$ cat config.mk
export PLATFORM = sky130hd
export DESIGN_NAME = cwf_line_fill
export DESIGN_NICKNAME = d
export VERILOG_FILES = /design/src/rtl/cwf_pkg.sv /design/src/rtl/cwf_wrap_idx.sv /design/src/rtl/cwf_line_buf.sv /design/src/rtl/cwf_line_fill.sv
export SDC_FILE = /design/constraint.sdc
export NUM_CORES = 1
export LEC_CHECK = 0
export ABC_CLOCK_PERIOD_IN_PS = 16550
export CORE_MARGIN = 4
export CORE_UTILIZATION = 55
export CTS_BUF_LIST = sky130_fd_sc_hd__clkbuf_8
export CTS_CLUSTER_SIZE = 14
export DETAILED_ROUTE_END_ITERATION = 8
export PLACE_DENSITY = 0.79
export SLEW_MARGIN = 20
export SYNTH_ARGS = -nofsm -noshare
export SYNTH_HDL_FRONTEND = slang
export SYNTH_SLANG_ARGS = --single-unit
$ cat constraint.sdc
create_clock -name clk -period 16.55 [get_ports clk]
set_input_delay 2.4825 -clock clk [delete_from_list [all_inputs] [get_ports clk]]
set_output_delay 2.4825 -clock clk [all_outputs]
set_load 0.005 [all_outputs]
$ cat src/rtl/cwf_pkg.sv
package cwf_pkg;
  typedef enum logic {
    FILL_IDLE   = 1'b0,
    FILL_ACTIVE = 1'b1
  } fill_state_e;
endpackage

$ cat src/rtl/cwf_wrap_idx.sv
// Beat index inside a line: start plus step, wrapping by truncation
// (BEATS is a power of two).
module cwf_wrap_idx #(
  parameter int IDX_W = 3
) (
  input  logic [IDX_W-1:0] start,
  input  logic [IDX_W-1:0] step,
  output logic [IDX_W-1:0] idx
);
  assign idx = start + step;
endmodule

$ cat src/rtl/cwf_line_buf.sv
// One line of storage: single write port, registered read port.
module cwf_line_buf #(
  parameter int BEATS  = 8,
  parameter int DATA_W = 64,
  parameter int IDX_W  = 3
) (
  input  logic              clk,
  input  logic              we,
  input  logic [IDX_W-1:0]  wr_idx,
  input  logic [DATA_W-1:0] wr_data,
  input  logic [IDX_W-1:0]  rd_idx,
  output logic [DATA_W-1:0] rd_data
);
  logic [DATA_W-1:0] store [BEATS];

  always_ff @(posedge clk) begin
    if (we) store[wr_idx] <= wr_data;
  end

  always_ff @(posedge clk) begin
    rd_data <= store[rd_idx];
  end
endmodule

$ cat src/rtl/cwf_line_fill.sv
module cwf_line_fill #(
  parameter  int ADDR_W     = 32,
  parameter  int LINE_BYTES = 64,
  parameter  int BEAT_BITS  = 64,
  localparam int BEAT_BYTES = BEAT_BITS / 8,
  localparam int BEATS      = LINE_BYTES / BEAT_BYTES,
  localparam int IDX_W      = $clog2(BEATS)
) (
  input  logic                 clk,
  input  logic                 rst,
  input  logic                 req_valid,
  input  logic [ADDR_W-1:0]    req_addr,
  output logic                 req_ready,
  output logic                 mem_req_valid,
  output logic [ADDR_W-1:0]    mem_req_addr,
  input  logic                 mem_req_ready,
  input  logic                 mem_rsp_valid,
  input  logic [BEAT_BITS-1:0] mem_rsp_data,
  output logic [ADDR_W-1:0]    line_addr,
  output logic [BEATS-1:0]     beat_valid,
  output logic                 crit_ready,
  output logic [BEAT_BITS-1:0] crit_data,
  output logic                 fill_done,
  input  logic [IDX_W-1:0]     rd_idx,
  output logic [BEAT_BITS-1:0] rd_data
);
  import cwf_pkg::*;

  localparam int OFF_W  = $clog2(LINE_BYTES);
  localparam int BOFF_W = $clog2(BEAT_BYTES);
  localparam int TAG_W  = ADDR_W - OFF_W;
  localparam logic [IDX_W-1:0] LAST_IDX = IDX_W'(BEATS - 1);

  fill_state_e      state_q;
  logic [TAG_W-1:0] tag_q;
  logic [IDX_W-1:0] start_q;
  logic [IDX_W-1:0] iss_cnt_q;
  logic [IDX_W-1:0] rsp_cnt_q;
  logic [IDX_W-1:0] req_idx_q;
  logic [IDX_W-1:0] iss_next;
  logic [IDX_W-1:0] wr_idx;
  logic             req_hit;
  logic             accept;
  logic             rsp_take;

  // Same-line requests during a fill are merged, others wait for idle.
  assign req_hit   = (state_q == FILL_ACTIVE) && (req_addr[ADDR_W-1:OFF_W] == tag_q);
  assign req_ready = (state_q == FILL_IDLE) || req_hit;
  assign accept    = req_valid && (state_q == FILL_IDLE);
  assign rsp_take  = (state_q == FILL_ACTIVE) && mem_rsp_valid;

  // Next request index in wrap order, and slot of the arriving beat.
  cwf_wrap_idx #(.IDX_W(IDX_W)) u_iss_wrap (
    .start (start_q),
    .step  (iss_cnt_q + 1'b1),
    .idx   (iss_next)
  );

  cwf_wrap_idx #(.IDX_W(IDX_W)) u_rsp_wrap (
    .start (start_q),
    .step  (rsp_cnt_q),
    .idx   (wr_idx)
  );

  cwf_line_buf #(.BEATS(BEATS), .DATA_W(BEAT_BITS), .IDX_W(IDX_W)) u_buf (
    .clk     (clk),
    .we      (rsp_take),
    .wr_idx  (wr_idx),
    .wr_data (mem_rsp_data),
    .rd_idx  (rd_idx),
    .rd_data (rd_data)
  );

  assign line_addr    = {tag_q, {OFF_W{1'b0}}};
  assign mem_req_addr = {tag_q, req_idx_q, {BOFF_W{1'b0}}};

  always_ff @(posedge clk) begin
    if (rst) begin
      state_q       <= FILL_IDLE;
      tag_q         <= '0;
      start_q       <= '0;
      iss_cnt_q     <= '0;
      rsp_cnt_q     <= '0;
      req_idx_q     <= '0;
      mem_req_valid <= 1'b0;
      beat_valid    <= '0;
      crit_ready    <= 1'b0;
      crit_data     <= '0;
      fill_done     <= 1'b0;
    end else begin
      crit_ready <= 1'b0;
      fill_done  <= 1'b0;
      if (accept) begin
        state_q       <= FILL_ACTIVE;
        tag_q         <= req_addr[ADDR_W-1:OFF_W];
        start_q       <= req_addr[OFF_W-1:BOFF_W];
        req_idx_q     <= req_addr[OFF_W-1:BOFF_W];
        iss_cnt_q     <= '0;
        rsp_cnt_q     <= '0;
        mem_req_valid <= 1'b1;
        beat_valid    <= '0;
      end else if (state_q == FILL_ACTIVE) begin
        if (mem_req_valid && mem_req_ready) begin
          if (iss_cnt_q == LAST_IDX) begin
            mem_req_valid <= 1'b0;
          end else begin
            iss_cnt_q <= iss_cnt_q + 1'b1;
            req_idx_q <= iss_next;
          end
        end
        if (rsp_take) begin
          beat_valid[wr_idx] <= 1'b1;
          rsp_cnt_q          <= rsp_cnt_q + 1'b1;
          if (rsp_cnt_q == '0) begin
            crit_ready <= 1'b1;
            crit_data  <= mem_rsp_data;
          end
          if (rsp_cnt_q == LAST_IDX) begin
            fill_done <= 1'b1;
            state_q   <= FILL_IDLE;
          end
        end
      end
    end
  end
endmodule

==> results of run 1 <==
## final cells by class
class,count,area [µm²],area share
multi-input cells,588,5658,0.1855
clock inverters,76,344.1,0.01128
flip-flops and latches,690,18940,0.6210
repair buffers,320,3141,0.1030
well taps,600,750.7,0.02462
inverters,7,26.28,0.0008616
clock buffers,119,1638,0.05371
## layout by cell type (no fill, tap or decap), types with 3 or more instances in the layout
master	instances
sky130_fd_sc_hd__nand2_1	191
sky130_fd_sc_hd__clkinv_2	15
sky130_fd_sc_hd__clkinv_1	20
sky130_fd_sc_hd__edfxtp_1	512
sky130_fd_sc_hd__o21a_1	8
sky130_fd_sc_hd__conb_1	9
sky130_fd_sc_hd__nor2_4	4
sky130_fd_sc_hd__a21oi_1	100
sky130_fd_sc_hd__nand4b_1	3
sky130_fd_sc_hd__clkdlybuf4s50_1	291
sky130_fd_sc_hd__mux4_2	128
sky130_fd_sc_hd__nand3_1	6
sky130_fd_sc_hd__buf_4	27
sky130_fd_sc_hd__nor2_1	10
sky130_fd_sc_hd__nor4_1	4
sky130_fd_sc_hd__clkbuf_8	120
sky130_fd_sc_hd__ha_1	7
sky130_fd_sc_hd__xnor2_1	15
sky130_fd_sc_hd__nand4_1	3
sky130_fd_sc_hd__inv_1	44
sky130_fd_sc_hd__dfxtp_1	178
sky130_fd_sc_hd__mux2_2	65
sky130_fd_sc_hd__xor2_1	18
## worst min-delay path, stage by stage (launching register included)
cell	delay (ns)
sky130_fd_sc_hd__dfxtp_1	0.31
sky130_fd_sc_hd__nand2_1	0.05
sky130_fd_sc_hd__a21oi_1	0.05
## power groups by stage
stage	sequential [mW]	clock, mW	combinational, mW
after global placement	1.95	0	0.231
final	1.92	1.29	0.232
after floorplan	1.95	0	0.112
after detailed placement	1.95	0	0.235
after CTS	1.92	1.32	0.236
after global routing	1.92	1.41	0.251
## path summary, 6_finish.rpt
kind	start	to	depth (start not counted)
setup / recovery	req_addr[13]	req_ready	6
hold / removal	crit_data[58]	crit_data[58]	2
setup reg to reg	start_q[0]	u_buf.store[5][36]	6
hold reg to reg	crit_data[58]	crit_data[58]	2
## registers in the layout, indices dropped and copies added (netlist names)
signal	cells
crit_data	64
u_buf.rd_data	64
iss_cnt_q	3
mem_req_valid	1
crit_ready	1
u_buf.store	512
start_q	3
req_idx_q	3
beat_valid	8
state_q	1
fill_done	1
rsp_cnt_q	3
tag_q	26
## through the flow
step | area, µm² | hold slack [ns]
finish | 30500 | 0.4530
global route | 30500 | 0.4729
CTS | 30500 | 0.4541
detailed placement | 28510 | 0.4472
global placement | 28510 | 0.4405
floorplan | 25200 | 0.4363
## kinds of logic after synthesis
kind of cell    Yosys count
compound gates          111
xor+xnor                 33
fa+ha+maj                 9
buf+inv                 111
flops                   690
mux                     195
other cells               1
simple gates            231
## metal layers
layer  global-route usage  wire length (µm)
met1               0.2856             21610
met2               0.3461             25820
met3              0.05216              3697
met4              0.07143              1152
met5                    0                13
==> impl_metrics.toml, run 1 <==
[sta]
unrepaired_setup_endpoints_after_global_routing = "no"
final-setup-viol-count = 0
timing.final.ws_setup_ns = 9.483
maxClockFrequency_mhz = 141.5
fin_crit_ns = 7.067
skew_ns = 0.02586
timing_hold_violations_final = 0
finalSetupTns_ns = 0
worst-slew-pin-transition_ns = 1.038
layout_worst_path_cycle_share = 0.4270
timing.final.max_slew_violations = 0
timing.max_slew.rel_slack = 0.3067

[die]
die_x_um = 221.9
die_area_um2 = 49250
floorplan.core_area_um2 = 45280
initial_utilization = 0.5558
die-height_um = 221.9
placementRows = 78
io_pins = 308

[synthesis]
avgSynthCellArea_um2 = 18.22
yosys-mux-area-fraction = 0.1444
synth_commonest_cells = "512 x sky130_fd_sc_hd__edfxtp_1, 191 x sky130_fd_sc_hd__nand2_1, 178 x sky130_fd_sc_hd__dfxtp_1"
syn-cell-area_um2 = 25170
cell_taking_the_most_area_after_synthesis = "sky130_fd_sc_hd__edfxtp_1"
synth.ff_latch_count = 690
ys.flop_type = "sky130_fd_sc_hd__edfxtp_1"
synth_area_leaders = "sky130_fd_sc_hd__edfxtp_1 61%, sky130_fd_sc_hd__dfxtp_1 14%, sky130_fd_sc_hd__mux4_2 11%, sky130_fd_sc_hd__mux2_2 2.9%, sky130_fd_sc_hd__nand2_1 2.8%"
ys.warnings.count = 0
synth_top_cell_area_share = 0.6109
netlist_instances = 1381
synth.distinct_cells = 32
seq_area_frac_synth = 0.7525
synth_top_family_by_area = "multiplexers"
post_synthesis_xor_xnor_area_fraction = 0.01148
post_synthesis_simple_gate_area_fraction = 0.03704
synth_adder_area_share = 0.005071
cell_with_the_most_instances_after_synthesis = "sky130_fd_sc_hd__edfxtp_1"
async_reset_ff_frac = 0
synth-edff-count = 512
synth-compound-area-share = 0.02307

[route]
drt-pass1-iter-count = 5
drtAntennaViolNets = 0
drt-total-wl_um = 52290
detail_route.vias_per_cell = 5.516
drcViolationCount = 0
wl_per_cell_um = 21.79
detailedRoute.firstIterationViolations = 993
vias = 13238

[grt]
grt_antenna_before_repair = 1
grt_max_degree = 74
first_global_vias = 13936
grt_overflow = 0
groute.usage.overall = 0.2122
global_route_wire_length_before_repair_um = 80670

[cells_and_area]
drive_gt1_frac = 0.2056
layout.nets = 1824
num_antenna_cells = 0
fillcell_total = 2939
layout-area-overhead-vs-synth_pct = 21.17
final_core_utilization = 0.6734
fin_cells = 2400

[cts]
cts_buffer_depth = 3
clock_tree_from_tritoncts = "done"
tritoncts.num_buffers = 104
path_clk_slew_ns = 0.06
clock_latency_ns = 0.66
cts_hold_buf = 0
post_cts.repair.setup_buffers = 0
post_cts.resized_instances = 0
clock_tree.root_cell = "sky130_fd_sc_hd__clkbuf_8"
cts-htree-levels = 3
clock-sinks = 690

[setup_path]
cpPeakStageDelay_ns = 0.57
crit_type = "primary input to output port"
rrSetupSlack_ns = 12.98
crit_fanout = 2
worst_setup_path_end_kind = "output port"
critical-path-slowest-cell = "sky130_fd_sc_hd__clkdlybuf4s50_1"
timing.critical_path.cells = "clkdlybuf4s50_1 > xor2_1 > nor4_1 > nand3_1 > o41ai_1 > clkdlybuf4s50_1"
worst-endpoint-arrival_ns = 4.58
worst_path_dominant_cell_family = "buffers and inverters"
crit_top_cell = "sky130_fd_sc_hd__clkdlybuf4s50_1"
worst_ep_required_time_ns = 14.07
cp.buffers_inverters = 2
critical_path.startpoint_type = "primary input"

[power_and_ir_drop]
comb_power_share = 0.068
fraction_of_power_spent_switching_nets = 0.2161
clock_power_share = 0.375
internal_mw = 2.693
netsw_mw = 0.7424
power_per_cell_area_nw_per_um2 = 112.7
power.leakage_nw = 10.19
vdd_drop_max_v = 0.00005266
pwr-share-seq = 0.558
power.total_mw = 3.436

[place]
place.gp.congestion = 0.8398
placed_cells = 2205
place_worst_setup_slack_ns = 9.475
portBuffers = 295
dp_hpwl_um = 30300

[hold_path]
worst_hold_path_type = "flop to flop"

[outcome]
status = "complete, no violations"

[job]
timing.max_cap.violations = 0
Power figures use the tool's default switching activity.
==> run 2, diff against run 1 <==
--- a/config.mk
+++ b/config.mk
@@ -5,7 +5,7 @@
 export SDC_FILE = /design/constraint.sdc
 export NUM_CORES = 1
 export LEC_CHECK = 0
-export ABC_CLOCK_PERIOD_IN_PS = 16550
+export ABC_CLOCK_PERIOD_IN_PS = 6780
 export CORE_MARGIN = 4
 export CORE_UTILIZATION = 55
 export CTS_BUF_LIST = sky130_fd_sc_hd__clkbuf_8
==> constraint.sdc (replaced) <==
create_clock -name clk -period 6.78 [get_ports clk]
set_input_delay 1.017 -clock clk [delete_from_list [all_inputs] [get_ports clk]]
set_output_delay 1.017 -clock clk [all_outputs]
set_load 0.005 [all_outputs]
==> impl_metrics.toml, run 2 (same netlist as run 1, synthesis figures left out) <==
[outcome]
status = "complete, no violations"

[cts]
tritoncts.num_buffers = 106
cts-htree-levels = 3
path_clk_slew_ns = 0.06
clock_tree_from_tritoncts = "done"
clock-sinks = 690
cts_hold_buf = 0
clock_latency_ns = 0.67
post_cts.repair.setup_buffers = 0
post_cts.resized_instances = 0
cts_buffer_depth = 3
clock_tree.root_cell = "sky130_fd_sc_hd__clkbuf_8"

[power_and_ir_drop]
netsw_mw = 1.853
comb_power_share = 0.066
power.leakage_nw = 10.29
vdd_drop_max_v = 0.0001509
internal_mw = 6.832
pwr-share-seq = 0.538
fraction_of_power_spent_switching_nets = 0.2134
clock_power_share = 0.396
power_per_cell_area_nw_per_um2 = 282.7

[setup_path]
crit_fanout = 2
worst_ep_required_time_ns = 5.76
worst_path_dominant_cell_family = "buffers and inverters"
critical-path-slowest-cell = "sky130_fd_sc_hd__clkdlybuf4s50_1"
critical_path.startpoint_type = "primary input"
worst_setup_path_end_kind = "output port"
cp.buffers_inverters = 2
worst-endpoint-arrival_ns = 3.12
cpPeakStageDelay_ns = 0.57
timing.critical_path.cells = "clkdlybuf4s50_1 > xor2_1 > nor4_1 > nand3_1 > o41ai_1 > clkdlybuf4s50_1"
rrSetupSlack_ns = 3.61
crit_top_cell = "sky130_fd_sc_hd__clkdlybuf4s50_1"
crit_type = "primary input to output port"

[sta]
skew_ns = 0.01878
timing.max_slew.rel_slack = 0.4197
timing.final.ws_setup_ns = 2.645
timing_hold_violations_final = 0
unrepaired_setup_endpoints_after_global_routing = "no"
timing.final.max_slew_violations = 0
fin_worst_hold_slack_ns = 0.4542
worst-slew-pin-transition_ns = 0.8704
final-setup-viol-count = 0
finalSetupTns_ns = 0
fin_crit_ns = 4.135
layout_worst_path_cycle_share = 0.6099
maxClockFrequency_mhz = 241.8

[cells_and_area]
final_core_utilization = 0.6785
layout-area-overhead-vs-synth_pct = 22.08
num_antenna_cells = 0
drive_gt1_frac = 0.2122
layout_top_registers = "u_buf.store x512, crit_data x64, u_buf.rd_data x64"
largest_register_ff_count = 512
most-common-layout-cells = "512 x sky130_fd_sc_hd__edfxtp_1, 291 x sky130_fd_sc_hd__clkdlybuf4s50_1, 191 x sky130_fd_sc_hd__nand2_1"
layout.nets = 1825
fin_area_um2 = 30730
final_common_cell = "sky130_fd_sc_hd__edfxtp_1"
registers.top_by_ff_count = "u_buf.store"

[die]
initial_utilization = 0.5558
placementRows = 78
die_area_um2 = 49250
die-height_um = 221.9
die_x_um = 221.9
floorplan.core_area_um2 = 45280
io_pins = 308

[hold_path]
worst_hold_path_type = "flop to flop"

[place]
dp_hpwl_um = 29680
portBuffers = 295
postPlaceCellArea_um2 = 28520
place_worst_setup_slack_ns = 2.660
place.gp.congestion = 0.8297

[route]
drcViolationCount = 0
drt-total-wl_um = 52770
drtAntennaViolNets = 0
detailedRoute.firstIterationViolations = 943
wl_per_cell_um = 21.94
vias = 13248
detail_route.vias_per_cell = 5.509
drt-pass1-iter-count = 5

[grt]
groute.usage.overall = 0.2141
grt_antenna_before_repair = 1
grt_overflow = 0
first_global_vias = 14097
grt_max_degree = 76
global_route_wire_length_before_repair_um = 81520

[job]
timing.max_cap.violations = 0
## run 2: cell count changes in the layout (fill, tap and decap cells not counted), moves of 2 or more
cell	previous run	this run
sky130_fd_sc_hd__buf_4	27	24
sky130_fd_sc_hd__inv_6	2	4
sky130_fd_sc_hd__inv_1	44	41
sky130_fd_sc_hd__clkinv_2	15	13
sky130_fd_sc_hd__clkinv_1	20	15
sky130_fd_sc_hd__clkbuf_8	120	128
sky130_fd_sc_hd__bufinv_16	1	5
## run 2: layout make-up
| type | count | area [µm²] |
|---|---|---|
| clock inverter | 74 | 455.4 |
| timing repair buffer | 319 | 3149 |
| sequential | 690 | 18940 |
| fill | 2885 | 14560 |
| clock buffer | 127 | 1748 |
| inverter | 7 | 26.28 |
| multi-input combinational | 588 | 5658 |
| tap | 600 | 750.7 |
## run 2: worst paths after layout
| kind | to | startpoint | cells after the start |
|---|---|---|---|
| max | req_ready | req_addr[13] | 6 |
| min | crit_data[58] | crit_data[58] | 2 |
| max reg2reg | u_buf.store[7][25] | start_q[0] | 8 |
| min reg2reg | crit_data[58] | crit_data[58] | 2 |
## run 2: worst register-to-register path, stage by stage, from the launching register on
cell and delay [ns]:
sky130_fd_sc_hd__dfxtp_1 0.37, sky130_fd_sc_hd__ha_1 0.15, sky130_fd_sc_hd__inv_1 0.04, sky130_fd_sc_hd__fa_1 0.37, sky130_fd_sc_hd__xnor2_1 0.27, sky130_fd_sc_hd__xnor2_1 0.26, sky130_fd_sc_hd__nor3_2 0.20, sky130_fd_sc_hd__buf_4 0.51
sky130_fd_sc_hd__buf_4 0.60
## run 2: power by group through the flow
stage          clock network [mW]  registers, mW  logic (mW)
6_report                     3.44           4.68       0.569
5_1_grt                      3.74           4.68       0.614
4_1_cts                      3.53           4.68       0.577
3_5_place_dp                    0           4.76       0.573
3_3_place_gp                    0           4.76       0.564
2_1_floorplan                   0           4.76       0.273
## run 2: per-stage QoR
stage	power (mW)	cells
2_1_floorplan	5.034	1389
3_5_place_dp	5.338	2204
6_report	8.685	2405
5_1_grt	9.031	2405
4_1_cts	8.780	2405
3_3_place_gp	5.324	2204
## run 2: routing by layer
metal	up-vias	track usage	part of all wire
met5	-	0	0.00025
met3	52	0.05322	0.070
met4	2	0.06022	0.015
met1	6756	0.2851	0.41
met2	506	0.3575	0.50
li1	5932	-	-
